File: src/rtl/pwrseq_pkg.sv
package pwrseq_pkg;

  typedef enum logic [1:0] {
    ST_OFF   = 2'd0,
    ST_DELAY = 2'd1,
    ST_WAIT  = 2'd2,
    ST_RUN   = 2'd3
  } seqState_t;

  // Strobes from control to datapath
  typedef struct packed {
    logic cntClear;
    logic cntRun;
    logic lockSet;
    logic lockClear;
  } seqStrobe_t;

endpackage

File: src/rtl/pwrseq_sync.sv
module pwrseq_sync #(
  parameter int STAGES = 2,
  parameter int WIDTH  = 1
) (
  input  logic             clk,
  input  logic             rstN,
  input  logic [WIDTH-1:0] asyncIn,
  output logic [WIDTH-1:0] syncOut
);

  logic [STAGES-1:0][WIDTH-1:0] chain;

  always_ff @(posedge clk or negedge rstN) begin
    if (!rstN) begin
      chain <= '0;
    end else begin
      chain[0] <= asyncIn;
      for (int s = 1; s < STAGES; s++) begin
        chain[s] <= chain[s-1];
      end
    end
  end

  assign syncOut = chain[STAGES-1];

endmodule

File: src/rtl/pwrseq_datapath.sv
module pwrseq_datapath
  import pwrseq_pkg::*;
#(
  parameter int DELAY_CYCLES = 50000,
  parameter int SYNC_STAGES  = 2
) (
  input  logic       clk,
  input  logic       rstN,
  input  logic       inClkValid,
  input  logic       pllLocked,
  input  seqStrobe_t strobe,
  output logic       delayDone,
  output logic       clkReady,
  output logic       lockFlag
);

  localparam int CNT_W = $clog2(DELAY_CYCLES + 1);
  localparam logic [CNT_W-1:0] CNT_LAST = CNT_W'(DELAY_CYCLES - 1);

  logic [1:0]       syncBits;
  logic [CNT_W-1:0] delayCnt;

  pwrseq_sync #(
    .STAGES(SYNC_STAGES),
    .WIDTH (2)
  ) i_sync (
    .clk    (clk),
    .rstN   (rstN),
    .asyncIn({inClkValid, pllLocked}),
    .syncOut(syncBits)
  );

  assign clkReady = syncBits[1] & syncBits[0];

  // Startup delay counter
  always_ff @(posedge clk or negedge rstN) begin
    if (!rstN) begin
      delayCnt <= '0;
    end else if (strobe.cntClear) begin
      delayCnt <= '0;
    end else if (strobe.cntRun && (delayCnt != CNT_LAST)) begin
      delayCnt <= delayCnt + 1'b1;
    end
  end

  assign delayDone = strobe.cntRun && (delayCnt == CNT_LAST);

  // Sticky lock indication; clear wins over set
  always_ff @(posedge clk or negedge rstN) begin
    if (!rstN) begin
      lockFlag <= 1'b0;
    end else if (strobe.lockClear) begin
      lockFlag <= 1'b0;
    end else if (strobe.lockSet) begin
      lockFlag <= 1'b1;
    end
  end

  AST_DELAY_IN_RANGE: assert property (@(posedge clk) disable iff (!rstN)
    delayCnt <= CNT_LAST);

  AST_CLEAR_ZEROES_COUNT: assert property (@(posedge clk) disable iff (!rstN)
    strobe.cntClear |=> (delayCnt == '0));

endmodule

File: src/rtl/pwrseq_control.sv
module pwrseq_control
  import pwrseq_pkg::*;
(
  input  logic       clk,
  input  logic       rstN,
  input  logic       supplyOk,
  input  logic       pwrDown,
  input  logic       pllMode,
  input  logic       delayDone,
  input  logic       clkReady,
  output seqStrobe_t strobe,
  output logic       outputsEnable
);

  seqState_t state, nextState;
  logic      releaseOk;

  assign releaseOk = !pwrDown && (!pllMode || clkReady);

  always_comb begin
    nextState = state;
    if (!supplyOk) begin
      nextState = ST_OFF;
    end else begin
      unique case (state)
        ST_OFF:   nextState = ST_DELAY;
        ST_DELAY: if (delayDone) nextState = ST_WAIT;
        ST_WAIT:  if (releaseOk) nextState = ST_RUN;
        ST_RUN:   if (pwrDown)   nextState = ST_WAIT;
        default:  nextState = ST_OFF;
      endcase
    end
  end

  always_ff @(posedge clk or negedge rstN) begin
    if (!rstN) state <= ST_OFF;
    else       state <= nextState;
  end

  always_comb begin
    strobe.cntClear  = (state == ST_OFF);
    strobe.cntRun    = (state == ST_DELAY);
    strobe.lockSet   = (state == ST_WAIT) && (nextState == ST_RUN);
    strobe.lockClear = pwrDown || !supplyOk;
  end

  assign outputsEnable = (state == ST_RUN);

  AST_SUPPLY_LOSS_OFF: assert property (@(posedge clk) disable iff (!rstN)
    !supplyOk |=> (state == ST_OFF));

  AST_PWRDOWN_DISABLES: assert property (@(posedge clk) disable iff (!rstN)
    pwrDown |=> !outputsEnable);

  AST_ENABLE_NEEDS_READY: assert property (@(posedge clk) disable iff (!rstN)
    $rose(outputsEnable) |-> $past(!pllMode || clkReady));

  AST_WAIT_AFTER_DELAY: assert property (@(posedge clk) disable iff (!rstN)
    (state == ST_WAIT) && ($past(state) == ST_DELAY) |-> $past(delayDone));

endmodule

File: src/rtl/pwrseq_top.sv
module pwrseq_top
  import pwrseq_pkg::*;
#(
  parameter int DELAY_CYCLES = 50000,
  parameter int SYNC_STAGES  = 2
) (
  input  logic clk,
  input  logic rstN,
  input  logic supplyOk,
  input  logic pwrDown,
  input  logic pllMode,
  input  logic inClkValid,
  input  logic pllLocked,
  output logic outputsEnable,
  output logic lockFlag
);

  seqStrobe_t strobe;
  logic       delayDone;
  logic       clkReady;

  pwrseq_control i_control (
    .clk          (clk),
    .rstN         (rstN),
    .supplyOk     (supplyOk),
    .pwrDown      (pwrDown),
    .pllMode      (pllMode),
    .delayDone    (delayDone),
    .clkReady     (clkReady),
    .strobe       (strobe),
    .outputsEnable(outputsEnable)
  );

  pwrseq_datapath #(
    .DELAY_CYCLES(DELAY_CYCLES),
    .SYNC_STAGES (SYNC_STAGES)
  ) i_datapath (
    .clk       (clk),
    .rstN      (rstN),
    .inClkValid(inClkValid),
    .pllLocked (pllLocked),
    .strobe    (strobe),
    .delayDone (delayDone),
    .clkReady  (clkReady),
    .lockFlag  (lockFlag)
  );

  AST_LOCK_MATCHES_ENABLE: assert property (@(posedge clk) disable iff (!rstN)
    lockFlag == outputsEnable);

  AST_LOCK_HOLDS: assert property (@(posedge clk) disable iff (!rstN)
    lockFlag && !pwrDown && supplyOk |=> lockFlag);

endmodule

File: config.mk
export PLATFORM = sky130hd
export DESIGN_NAME = pwrseq_top
export DESIGN_NICKNAME = d
export VERILOG_FILES = /design/src/rtl/pwrseq_pkg.sv /design/src/rtl/pwrseq_sync.sv /design/src/rtl/pwrseq_datapath.sv /design/src/rtl/pwrseq_control.sv /design/src/rtl/pwrseq_top.sv
export SDC_FILE = /design/constraint.sdc
export NUM_CORES = 1
export LEC_CHECK = 0
export BUFFER_PORTS_ARGS = -buffer_cell sky130_fd_sc_hd__buf_2
export CELL_PAD_IN_SITES_DETAIL_PLACEMENT = 0
export CELL_PAD_IN_SITES_GLOBAL_PLACEMENT = 1
export CORE_UTILIZATION = 49
export CTS_CLUSTER_SIZE = 40
export DETAILED_ROUTE_END_ITERATION = 8
export GPL_TIMING_DRIVEN = 0
export PLACE_DENSITY_LB_ADDON = 0.1
export RECOVER_POWER = 100
export SETUP_SLACK_MARGIN = 0.05
export SYNTH_ARGS = -nofsm -noshare
export SYNTH_HDL_FRONTEND = slang
export SYNTH_HIERARCHICAL = 1
export SYNTH_SLANG_ARGS = --single-unit
File: constraint.sdc
create_clock -name clk -period 2.99 [get_ports clk]
set_clock_uncertainty 0.05 [all_clocks]
set_input_delay 0.1495 -clock clk [delete_from_list [all_inputs] [get_ports clk]]
set_output_delay 0.1495 -clock clk [all_outputs]
set_load 0.02 [all_outputs]
==> impl_metrics.toml <==
[detailed_routing]
drt-total-wl_um = 2260
vias = 866
drt_pass1_iterations = 3
drtAntennaViolNets = 0
drt_iter0_markers = 10
drc = 0
viasPerCell = 5.48
wl_per_cell_um = 14.3

[global_routing]
grt_max_degree = 24
grt_pass1_wl_um = 3880
antenna_found_initial = 0
grt.total_usage_pct = 20.4
grt_overflow_total = 0
first_global_vias = 889

[timing]
rsz0062_at_grt = "false"
fmax_mhz = 443
finalMaxSlewViolations = 0
tightestPinTransition_ns = 1.21
timing.final.crit_share_pct = 75.5
tns_ns = 0
setup_violations = 0
final_hold_viol_count = 0
min_period_ns = 2.26
relSlewSlack_pct = 19.0

[clocking]
postCtsSetupRepairBufs = 0
cts_sinks = 23
cts_tree = "done"
clockBufferDepth = 2
clock_latency_ns = 0.30
cts-root-buf = "clkbuf_4"
cts_max_level = 1
cts_buffers = 3
cts_resized = 0
clkTransAtPathRegs_ns = 0.12

[die]
die_h_um = 51.1
die-area_um2 = 2610
core_area_um2 = 2230
initial_core_util_pct = 52.8
die_x_um = 51.1
rows = 17
num_io_pins = 9

[logic_synthesis]
synth.cell_area_um2 = 1180
synthTopCellsByArea = "dfrtp_1 (49%), nor2_1 (5.1%), xnor2_1 (4.5%)"
synthesis.nets = 123
postSynthAreaPerCell_um2 = 10.3
yosys_warnings = 6
synth.distinct_cells = 38
yosysTopAreaCell = "dfrtp_1"
synth_cells = 115
yosys.area.top_type_share_pct = 48.8
ys_seq_area_share_pct = 48.8
synth-seq-cells = 23

[place]
hpwl_um = 1600
dp.cells = 151
gp_congestion = 0.771
portBuffers = 8

[worst_setup_path]
cp_max_fo = 6
cp.required_ns = 3.14
start_kind = "register"
critPathKind = "register to register"
max_stage_delay_ns = 0.48
cp_cell_sequence = "nor2b_1 -> nand4_1 -> nor4_1 -> nand3_1 -> mux2_2"
end_kind = "register"
cp.arrival_ns = 2.41
slowest_stage = "nor2b_1"

[final_layout]
fin_util_pct = 57.6
fillers = 217
nNetsFinal = 139
final_cells = 158
area_delta_synth_final_pct = 9.12
layout-drive-gt1-share_pct = 13.1
antenna_cells = 0

[power]
p_leak_nw = 0.523
power_density_nw_per_um2 = 387
ir_drop_uv = 284

[outcome]
status = "finished, final reports clean"

[worst_hold_path]
hold_path_class = "input pin to register"

[job]
maxCapViolCount = 0
-- routing by layer --
layer,part of all wire [%],global-route usage (%),up-vias
met2,48,33.6,5
met1,50,27.1,416
li1,-,-,443
met3,1.2,3.57,2
met4,0.75,6.94,0
met5,0,0,-
-- where the power goes --
part	internal, mW	switching [mW]
clock network	0.0519	0.0880
registers	0.317	0.00480
logic	0.0156	0.0205
-- placed cells by master (no fill, tap or decap), types with 2 or more instances in the layout --
| cell type | synthesis | final |
|---|---|---|
| nor2b_1 | 3 | 3 |
| buf_4 | 2 | 2 |
| o21ai_0 | 4 | 4 |
| and2_1 | 2 | 2 |
| a21oi_1 | 4 | 4 |
| nor4_1 | 6 | 6 |
| dfrtp_1 | 23 | 23 |
| or3_1 | 2 | 2 |
| nand4_1 | 3 | 3 |
| nor2_1 | 16 | 16 |
| or3_2 | 2 | 2 |
| clkbuf_4 | 0 | 3 |
| nor3_1 | 2 | 2 |
| buf_2 | 0 | 5 |
| nand2_1 | 2 | 2 |
| xnor2_1 | 6 | 6 |
| clkbuf_1 | 1 | 6 |
| nand3_1 | 8 | 8 |
| xor2_1 | 3 | 3 |
| inv_1 | 6 | 6 |
| dlygate4sd3_1 | 0 | 3 |
-- cells in the mapped netlist, drive strengths merged --
master   n
nor2    16
clkbuf   1
nand3b   1
o21ai    5
or4bb    2
and3     1
xnor2    6
ha       1
and4     1
nor2b    3
o21a     1
o32ai    1
nor3b    1
o41ai    1
or4      1
mux2     1
and2     3
inv      6
nor4     6
nand2    2
mux2i    1
or3      4
a21oi    4
nand3    8
or4b     1
xor2     3
nor3     2
nor4b    1
dfrtp   23
nand2b   2
nand4    3
buf      3
-- final cells by class --
cell class	instances	area, um^2	area share [%]
inverter	6	22.5	1.75
timing repair buffer	11	66.3	5.15
multi-input combinational	82	539	41.9
clock buffer	4	26.3	2.04
sequential	23	576	44.7
tap	28	35.0	2.72
buffer	4	22.5	1.75
-- kinds of logic (layout without fill, tap and decap cells) --
| group | count (synthesis) | count (layout) | share of synthesized area [%] |
|---|---|---|---|
| xor+xnor | 9 | 9 | 6.68 |
| mux | 2 | 2 | 1.80 |
| compound gates | 12 | 12 | 8.17 |
| flops | 23 | 23 | 48.8 |
| buf+inv | 10 | 25 | 3.82 |
| fa+ha+maj | 1 | 1 | 1.06 |
| simple gates | 58 | 58 | 29.7 |
-- final timing paths --
path / startpoint / slack, ns / cells past startpoint / to
max in group asynchronous: rstN / 1.61 / 2 / i_datapath/delayCnt[1]
min: supplyOk / 0.06 / 2 / i_control/state[1]
max reg2reg: i_control/state[0] / 0.73 / 5 / i_datapath/delayCnt[15]
min in group asynchronous: rstN / 0.57 / 2 / i_datapath/delayCnt[5]
min reg2reg: i_datapath/i_sync/chain[1] / 0.31 / 0 / i_datapath/i_sync/syncOut[1]
max: i_control/state[0] / 0.73 / 5 / i_datapath/delayCnt[15]
-- metrics by stage --
step | setup WS, ns | instance area (um^2) | hold slack [ns] | power [mW]
2_1_floorplan | 1.07 | 1180 | -0.196 | 0.347
3_3_place_gp | 0.735 | 1250 | 0.0950 | 0.361
3_5_place_dp | 0.737 | 1250 | 0.0973 | 0.363
4_1_cts | 0.717 | 1310 | 0.0507 | 0.508
5_1_grt | 0.591 | 1290 | 0.0382 | 0.524
6_report | 0.731 | 1290 | 0.0582 | 0.498
-- what timing repair did --
item / 4_1_cts / 5_1_grt
hold buffers: 3 / 0
setup endpoints to repair: 0 / 0
endpoints found under the hold margin: 25 / 0
-- registers in the layout, indices dropped and copies added (netlist names) --
signal	count
i_datapath/delayCnt	16
i_datapath/lockFlag	1
i_datapath/i_sync/syncOut	2
i_datapath/i_sync/chain	2
i_control/state	2
-- worst max-delay path, delay by kind of cell (launching register included) --
| kind | cells | cell delay [ns] |
|---|---|---|
| DFF | 1 | 0.45 |
| muxes | 1 | 0.28 |
| and+or+nand+nor | 4 | 1.38 |
No activity file was read; power rests on OpenSTA's default activity.
